<file path="src/rtl/wdt_pkg.sv">
package wdt_pkg;

   localparam int unsigned OFS_COUNT  = 'h00;
   localparam int unsigned OFS_RELOAD = 'h04;
   localparam int unsigned OFS_KICK   = 'h08;
   localparam int unsigned OFS_CFG    = 'h0C;
   localparam int unsigned OFS_STAT   = 'h10;

   localparam int unsigned CFG_W = 8;

   typedef enum logic [1:0] {
      SCOPE_SOC  = 2'b00,
      SCOPE_CHIP = 2'b01,
      SCOPE_CPU  = 2'b10,
      SCOPE_RSVD = 2'b11
   } scope_e;

   // packed MSB first: bit7 alt boot, 6:5 scope, 4 tick select, 3 ext, 2 irq, 1 reset, 0 run
   typedef struct packed {
      logic   alt_boot;
      scope_e scope;
      logic   use_tick;
      logic   ext_on;
      logic   irq_on;
      logic   rst_on;
      logic   run;
   } cfg_t;

endpackage

</file>
<file path="src/rtl/wdt_regs.sv">
module wdt_regs
   import wdt_pkg::*;
#(
   parameter int unsigned DATA_W       = 32,
   parameter int unsigned ADDR_W       = 5,
   parameter int unsigned CNT_W        = 32,
   parameter int unsigned KEY_W        = 16,
   parameter logic [KEY_W-1:0] KEY     = 16'h4755,
   parameter bit          HAS_FAST_CLK = 1'b1
) (
   input  logic              clk,
   input  logic              rst_n,
   input  logic              bus_we,
   input  logic [ADDR_W-1:0] bus_addr,
   input  logic [DATA_W-1:0] bus_wdata,
   input  logic [CNT_W-1:0]  cnt_val,
   input  logic [1:0]        stat_val,
   output cfg_t              cfg,
   output logic [CNT_W-1:0]  reload_q,
   output logic              kick,
   output logic              stat_clr,
   output logic [DATA_W-1:0] bus_rdata
);

   localparam logic [DATA_W-1:0] KEY_WORD = DATA_W'(KEY);

   logic sel_reload, sel_kick, sel_cfg, sel_stat, sel_count;
   cfg_t cfg_q;

   assign sel_count  = (bus_addr == ADDR_W'(OFS_COUNT));
   assign sel_reload = (bus_addr == ADDR_W'(OFS_RELOAD));
   assign sel_kick   = (bus_addr == ADDR_W'(OFS_KICK));
   assign sel_cfg    = (bus_addr == ADDR_W'(OFS_CFG));
   assign sel_stat   = (bus_addr == ADDR_W'(OFS_STAT));

   assign kick     = bus_we && sel_kick && (bus_wdata == KEY_WORD);
   assign stat_clr = bus_we && sel_stat && bus_wdata[0];

   always_ff @(posedge clk or negedge rst_n) begin
      if (!rst_n) begin
         cfg_q <= '0;
      end else if (bus_we && sel_cfg) begin
         cfg_q <= cfg_t'(bus_wdata[CFG_W-1:0]);
      end
   end

   always_ff @(posedge clk or negedge rst_n) begin
      if (!rst_n) begin
         reload_q <= '0;
      end else if (bus_we && sel_reload) begin
         reload_q <= bus_wdata[CNT_W-1:0];
      end
   end

   generate
      if (HAS_FAST_CLK) begin : g_sel_clk
         assign cfg = cfg_q;
      end else begin : g_tick_only
         always_comb begin
            cfg          = cfg_q;
            cfg.use_tick = 1'b1;
         end
      end
   endgenerate

   always_comb begin
      bus_rdata = '0;
      if (sel_count)       bus_rdata = DATA_W'(cnt_val);
      else if (sel_reload) bus_rdata = DATA_W'(reload_q);
      else if (sel_cfg)    bus_rdata = DATA_W'(cfg);
      else if (sel_stat)   bus_rdata = DATA_W'(stat_val);
   end

endmodule

</file>
<file path="src/rtl/wdt_counter.sv">
module wdt_counter #(
   parameter int unsigned      CNT_W      = 32,
   parameter logic [CNT_W-1:0] RELOAD_RST = '1
) (
   input  logic             clk,
   input  logic             rst_n,
   input  logic             run,
   input  logic             step,
   input  logic             kick,
   input  logic [CNT_W-1:0] reload,
   output logic [CNT_W-1:0] cnt_q,
   output logic             fire_q
);

   logic halted_q;
   logic advance;

   assign advance = run && step && !halted_q;

   always_ff @(posedge clk or negedge rst_n) begin
      if (!rst_n) begin
         cnt_q    <= RELOAD_RST;
         halted_q <= 1'b0;
         fire_q   <= 1'b0;
      end else begin
         fire_q <= 1'b0;
         if (kick) begin
            cnt_q    <= reload;
            halted_q <= 1'b0;
         end else if (advance) begin
            if (cnt_q <= CNT_W'(1)) begin
               cnt_q    <= '0;
               halted_q <= 1'b1;
               fire_q   <= 1'b1;
            end else begin
               cnt_q <= cnt_q - CNT_W'(1);
            end
         end
      end
   end

endmodule

</file>
<file path="src/rtl/wdt_expiry.sv">
module wdt_expiry (
   input  logic       clk,
   input  logic       rst_n,
   input  logic       fire,
   input  logic       rst_on,
   input  logic       irq_on,
   input  logic       ext_on,
   input  logic       boot_on,
   input  logic       stat_clr,
   output logic       rst_req,
   output logic       ext_req,
   output logic       boot_req,
   output logic       irq,
   output logic [1:0] stat_q
);

   logic exp_q, boot_seen_q;

   assign rst_req  = fire && rst_on;
   assign ext_req  = fire && ext_on;
   assign boot_req = fire && boot_on;

   always_ff @(posedge clk or negedge rst_n) begin
      if (!rst_n) begin
         exp_q       <= 1'b0;
         boot_seen_q <= 1'b0;
      end else begin
         if (fire)          exp_q <= 1'b1;
         else if (stat_clr) exp_q <= 1'b0;
         if (boot_req)      boot_seen_q <= 1'b1;
      end
   end

   assign irq    = exp_q && irq_on;
   assign stat_q = {boot_seen_q, exp_q};

endmodule

</file>
<file path="src/rtl/wdt_core.sv">
module wdt_core
   import wdt_pkg::*;
#(
   parameter int unsigned      DATA_W       = 32,
   parameter int unsigned      ADDR_W       = 5,
   parameter int unsigned      CNT_W        = 32,
   parameter int unsigned      KEY_W        = 16,
   parameter logic [KEY_W-1:0] KEY          = 16'h4755,
   parameter logic [CNT_W-1:0] RELOAD_RST   = '1,
   parameter bit               HAS_FAST_CLK = 1'b1
) (
   input  logic              clk,
   input  logic              rst_n,
   input  logic              tick_1us,
   input  logic              bus_we,
   input  logic [ADDR_W-1:0] bus_addr,
   input  logic [DATA_W-1:0] bus_wdata,
   output logic [DATA_W-1:0] bus_rdata,
   output logic              wdt_irq,
   output logic              wdt_rst_req,
   output logic [1:0]        wdt_rst_scope,
   output logic              wdt_ext_req,
   output logic              wdt_alt_boot_req
);

   generate
      if (CNT_W < 2 || CNT_W > DATA_W) begin : g_bad_cnt
         $error("wdt_core: CNT_W must lie in 2..DATA_W");
      end
      if (KEY_W > DATA_W) begin : g_bad_key
         $error("wdt_core: KEY_W exceeds DATA_W");
      end
      if (ADDR_W < 5) begin : g_bad_addr
         $error("wdt_core: ADDR_W too small for the register map");
      end
      if (DATA_W < CFG_W) begin : g_bad_data
         $error("wdt_core: DATA_W narrower than configuration");
      end
   endgenerate

   cfg_t             cfg;
   logic [CNT_W-1:0] reload;
   logic [CNT_W-1:0] cnt;
   logic             kick, stat_clr, fire, step;
   logic [1:0]       stat;

   wdt_regs #(
      .DATA_W(DATA_W), .ADDR_W(ADDR_W), .CNT_W(CNT_W),
      .KEY_W(KEY_W), .KEY(KEY), .HAS_FAST_CLK(HAS_FAST_CLK)
   ) u_regs (
      .clk(clk), .rst_n(rst_n), .bus_we(bus_we), .bus_addr(bus_addr),
      .bus_wdata(bus_wdata), .cnt_val(cnt), .stat_val(stat), .cfg(cfg),
      .reload_q(reload), .kick(kick), .stat_clr(stat_clr), .bus_rdata(bus_rdata)
   );

   assign step = cfg.use_tick ? tick_1us : 1'b1;

   wdt_counter #(.CNT_W(CNT_W), .RELOAD_RST(RELOAD_RST)) u_cnt (
      .clk(clk), .rst_n(rst_n), .run(cfg.run), .step(step), .kick(kick),
      .reload(reload), .cnt_q(cnt), .fire_q(fire)
   );

   wdt_expiry u_exp (
      .clk(clk), .rst_n(rst_n), .fire(fire), .rst_on(cfg.rst_on),
      .irq_on(cfg.irq_on), .ext_on(cfg.ext_on), .boot_on(cfg.alt_boot),
      .stat_clr(stat_clr), .rst_req(wdt_rst_req), .ext_req(wdt_ext_req),
      .boot_req(wdt_alt_boot_req), .irq(wdt_irq), .stat_q(stat)
   );

   assign wdt_rst_scope = cfg.scope;

endmodule

</file>
<file path="config.mk">
export PLATFORM = sky130hd
export DESIGN_NAME = wdt_core
export DESIGN_NICKNAME = d
export VERILOG_FILES = /design/src/rtl/wdt_pkg.sv /design/src/rtl/wdt_regs.sv /design/src/rtl/wdt_counter.sv /design/src/rtl/wdt_expiry.sv /design/src/rtl/wdt_core.sv
export SDC_FILE = /design/constraint.sdc
export NUM_CORES = 1
export LEC_CHECK = 0
export BUFFER_PORTS_ARGS = -buffer_cell sky130_fd_sc_hd__buf_4
export CAP_MARGIN = 20
export CORE_ASPECT_RATIO = 2
export CORE_MARGIN = 2
export CORE_UTILIZATION = 40
export CTS_BUF_LIST = sky130_fd_sc_hd__clkbuf_2
export DETAILED_ROUTE_END_ITERATION = 16
export GPL_TIMING_DRIVEN = 0
export PLACE_DENSITY = 0.63
export SLEW_MARGIN = 10
export SYNTH_ARGS = -nofsm -noshare
export SYNTH_HDL_FRONTEND = slang
export SYNTH_HIERARCHICAL = 1
export SYNTH_SLANG_ARGS = --single-unit
</file>
<file path="constraint.sdc">
create_clock -name clk -period 4.22 [get_ports clk]
set_input_delay 0.633 -clock clk [delete_from_list [all_inputs] [get_ports clk]]
set_output_delay 0.633 -clock clk [all_outputs]
set_load 0.01 [all_outputs]
</file>
* After elaboration in Yosys (flattened, before gate mapping)
Cells that the tools add are included.
Storage, ports and cells: register bits 76, input bits 41, output and inout port bits 38, word-level logic and storage cells 54
Operators by class: add/sub/neg operators 1, order comparisons 1, equality and inequality tests 5, mux-type cells 16, reductions and logical operators 18
Operators by type and width (number):
- $mux W32 | 6
- $eq A32 B15 Y1 const B | 1
- $le A32 B1 Y1 const B | 1
- $sub A32 B1 Y32 const B | 1
- $logic_and A1 B1 Y1 | 12
- $eq A5 B4 Y1 const B | 2
- $mux W1 | 9
- $reduce_bool A2 Y1 | 3
- $eq A5 B3 Y1 const B | 1
- $eq A5 B5 Y1 const B | 1
- $logic_not A5 Y1 | 1
- $mux W2 | 1
- $reduce_and A2 Y1 | 1
- $logic_not A1 Y1 | 1

* Logic depth before layout (Yosys ltp)
word-level depth 5, gate-level depth with buffers 9, mapped depth without buffers 7

* Modules after synthesis
Netlist, hierarchy kept.
By module, submodules not included:
- wdt_counter | times used 1, cells each 238, area an instance 2172.1 sq um, sequential area each 890.9 sq um
- wdt_regs | times used 1, cells each 157, area an instance 2099.5 sq um, sequential area each 1001.0 sq um
- wdt_expiry | times used 1, cells each 11, area an instance 113.9 sq um, sequential area each 50.0 sq um
- wdt_core | times used 1, cells each 1, area an instance 6.3 sq um, sequential area each 0.0 sq um

* Least setup slack after synthesis
Ideal clock, no wire load.
path kind input-to-reg, start point input port bus_wdata[13], end point register u_cnt.cnt_q[5], setup time 75 ps, arrival 2563 ps, data required time 4145 ps, slack 1581 ps, stages 7, path buffers 3, cells stage by stage or4b_2 nor4_1 clkbuf_1 clkbuf_1 clkbuf_1 a21oi_1 a2bb2oi_1
Between the ends: longest elaborated chain between the ends 3, elaborated cells between the ends (all ways) 4, those cells by class eq/ne (1); mux (1); reduce/logical (2)
RTL lines:
- start, declared | line wdt_core.sv:17 | input logic [DATA_W-1:0] bus_wdata,
- $eq A32 B15 Y1 * | line wdt_regs.sv:36 | assign kick = bus_we && sel_kick && (bus_wdata == KEY_WORD);
- $logic_and A1 B1 Y1 * | line wdt_regs.sv:36
- net kick | line wdt_core.sv:44 | logic kick, stat_clr, fire, step;
- $mux W32 or $reduce_bool A2 Y1 (tied branches)
- end signal, assigned | line wdt_counter.sv:28 | cnt_q <= reload;
- end signal, assigned | line wdt_counter.sv:36 | cnt_q <= cnt_q - CNT_W'(1);
- end, declared | line wdt_counter.sv:11 | output logic [CNT_W-1:0] cnt_q,
Mark *: on every way through the listed nets, which the timed path passes. The rest lies on a longest branch. A chain may end at the register's enable or synchronous reset.

* Final worst setup path
start point input port bus_addr[3], end point register u_cnt.cnt_q[2]
Between the ends: longest elaborated chain between the ends 4, elaborated cells between the ends (all ways) 5, those cells by class eq/ne (1); mux (1); reduce/logical (3)
RTL lines:
- start, declared | line wdt_core.sv:16 | input logic [ADDR_W-1:0] bus_addr,
- $eq A5 B4 Y1 * | line wdt_regs.sv:32 | assign sel_kick = (bus_addr == ADDR_W'(OFS_KICK));
- $logic_and A1 B1 Y1 * (2 in a row) | line wdt_regs.sv:36
- net kick | line wdt_core.sv:44
- $mux W32 or $reduce_bool A2 Y1 (tied branches)
Marked as above.

==> impl_metrics.json <==
{
  "timing.hold.ws_ns": 0.194,
  "clk_pin_slew_ns": 0.22,
  "overflow": 0,
  "critical_path_class": "in2reg",
  "slew_headroom_pct": 35.6,
  "port_buffers": 77,
  "hold_viol_final": 0,
  "root_buffer": "clkbuf_2",
  "wl_per_cell_um": 20.1,
  "synth_top_area_cell": "dfrtp_1",
  "worstMarginPinSlew_ns": 0.966,
  "drv_cap": 0,
  "postCtsSetupBuffers": 0,
  "slew_violations": 0,
  "num_rows": 54,
  "viasPerCell": 5.76,
  "rsz0062_at_grt": "no",
  "yosys_warnings": 6,
  "grt_pass1_vias": 3844,
  "ys_ff_latch": 76,
  "muxShareOfSynthArea_pct": 13.2,
  "synth.area.top_cells": "dfrtp_1 (25%), dfstp_2 (19%), mux2_2 (9.7%), a22o_1 (4.8%), mux2i_1 (2.7%)",
  "nets": 538,
  "synth_edf_count": 0,
  "synth_top_family_by_area": "simple AND/OR/NAND/NOR gates",
  "synth-simple-area-share_pct": 18.4,
  "clock-sinks": 76,
  "die-area_mm2": 0.0119,
  "drt_wl_total_mm": 12.9,
  "cts_hold_buffers": 0,
  "synth_cell_types": 66,
  "synth_common_cells": "dfrtp_1 (44), mux2_2 (38), dfstp_2 (32)",
  "cts_buffers": 9,
  "cts_tree": "yes",
  "hp-class": "in2async",
  "synth_nets": 450,
  "power.leakage_nw": 2.20,
  "final.period_utilization_pct": 75.1,
  "period_needed_ns": 3.17,
  "drc": 0,
  "ios": 79,
  "grt_usage_pct": 22.3,
  "antenna_found_initial": 1,
  "synth_ff_type": "dfrtp_1",
  "drive_above_1_share_pct": 38.4,
  "powerDensity_mw_per_mm2": 391,
  "core_area_mm2": 0.0108,
  "synthCells": 407,
  "die_h_um": 152,
  "clk_path_buf_depth": 2,
  "drt_pre_antenna_iters": 4,
  "synth_fa_ha_area_share_pct": 0.570,
  "required_ns": 4.69,
  "via_count": 3694,
  "synth.most_common_cell": "dfrtp_1",
  "tns_ns": 0,
  "cp-start-kind": "input pin",
  "area_delta_synth_final_pct": 19.6,
  "die_w_um": 78.1,
  "cts-htree-levels": 3,
  "drtAntennaViolNets": 0,
  "syn_area_mm2": 0.00439,
  "cts_resized": 0,
  "outcome": "finished, final reports clean",
  "grt_max_degree": 77,
  "final.setup_skew_ns": 0.0394,
  "syn_area_per_cell_um2": 10.8,
  "max_freq_mhz": 315,
  "ir_worst_vdd_v": 0.000220,
  "yosysSeqAreaShare_pct": 44.2,
  "place.gp.congestion": 0.925,
  "cp_data_arrival_time_ns": 3.64,
  "drt_iter0_drc": 277,
  "synthArstFlopShare_pct": 100,
  "synth.top_cell.area_share_pct": 25.1,
  "synth_compound_area_share_pct": 16.2,
  "synth_xor_area_share_pct": 3.19,
  "grt_pass1_wl_mm": 20.4,
  "worst_setup_path_end_kind": "flop",
  "clock_latency_ns": 0.54,
  "hpwl_mm": 9.78,
  "total_power_w": 0.00205,
  "critPathMaxFanout": 10,
  "setup-violations-final": 0,
  "start_util_pct": 40.6
}
## per-layer routing
metal | GRT usage, % | wire length, um | vias up
li1 | - | - | 1721
met5 | 0 | 0 | -
met3 | 3.85 | 454 | 28
met2 | 41.1 | 7200 | 107
met4 | 10.0 | 541 | 0
met1 | 24.4 | 4680 | 1838
## final cells by class
cell class | instances | area, um^2
Antenna cell | 1 | 2.50
Clock inverter | 6 | 56.3
Tap cell | 140 | 175
Timing Repair Buffer | 77 | 578
Inverter | 7 | 26.3
Sequential cell | 76 | 1940
Fill cell | 1079 | 5560
Buffer | 26 | 156
Multi-Input combinational cell | 298 | 2270
Clock buffer | 10 | 50.0
## stage by stage
step	util (%)	setup slack [ns]	cells	cell area, um^2
floorplan	-	1.58	407	4390
finish	48.6	1.05	641	5250
CTS	48.6	1.18	640	5250
global route	48.6	0.948	641	5250
global placement	47.6	0.590	624	5140
detailed placement	47.6	0.581	624	5140
## logic make-up after synthesis
logic type | after synthesis
AND/OR/NAND/NOR | 129
buffers and inverters | 33
XOR/XNOR | 16
flip-flops | 76
adder cells (fa/ha/maj) | 2
multiplexers | 53
AO/OA/AOI/OAI | 98
## worst paths after layout
check                                  startpoint                  end  slack, ns  cells after the start
worst min-delay path                        rst_n  u_regs/reload_q[30]       0.19                      1
max in group asynchronous                   rst_n  u_regs/reload_q[13]       3.38                      1
worst max register to register    u_cnt/cnt_q[20]      u_cnt/cnt_q[25]       1.62                      6
min in group clk                    bus_wdata[19]  u_regs/reload_q[19]       0.31                      2
worst max-delay path                  bus_addr[3]       u_cnt/cnt_q[2]       1.05                     10
worst min register to register  u_exp/boot_seen_q    u_exp/boot_seen_q       0.50                      1
## cell usage in the layout (no fill, tap or decap), types with 3 or more instances in the layout
master	synthesis	routed
buf_2	8	8
mux2i_1	12	12
mux2_1	3	3
xor2_1	3	3
mux2_2	38	38
o31a_1	4	4
a22o_1	24	24
nand2b_1	3	3
nand4_1	7	7
nor4_4	4	4
or4_1	3	3
a2bb2oi_1	5	5
or3_1	3	3
xnor2_1	13	13
o2bb2ai_1	6	6
nor4_1	13	13
nand2_1	28	28
nand3b_1	4	4
a21oi_1	9	9
nand3_1	6	6
dfrtp_1	44	44
buf_4	3	80
nor3_1	17	17
clkbuf_1	11	11
clkbuf_2	0	10
inv_1	7	7
a31oi_1	5	5
o21ai_1	23	23
o211ai_1	3	3
nor2_1	17	17
dfstp_2	32	32
## critical path: stages
cell	delay, ns
buf_4	0.09
buf_2	0.33
nor4b_1	0.49
nand4_1	0.21
nor4_1	0.32
clkbuf_1	0.34
clkbuf_1	0.43
clkbuf_1	0.51
a32oi_1	0.13
o21ai_1	0.14
## registers in the layout (all words and copies together), names as in the netlist
name and count:
u_cnt/cnt_q 32, u_regs/reload_q 32, u_regs/cfg 8, u_cnt/fire_q 1, u_cnt/halted_q 1, u_exp/boot_seen_q 1
u_exp/exp_q 1
## where the power goes
group	total [W]	leakage [nW]	switching [W]	internal, W
clock	0.000388	0.0708	0.000253	0.000135
sequential	0.00111	0.900	0.000189	0.000923
combinational	0.000553	1.23	0.000294	0.000259
total	0.00205	2.20	0.000736	0.00132
(Power assumes the default switching activity.)
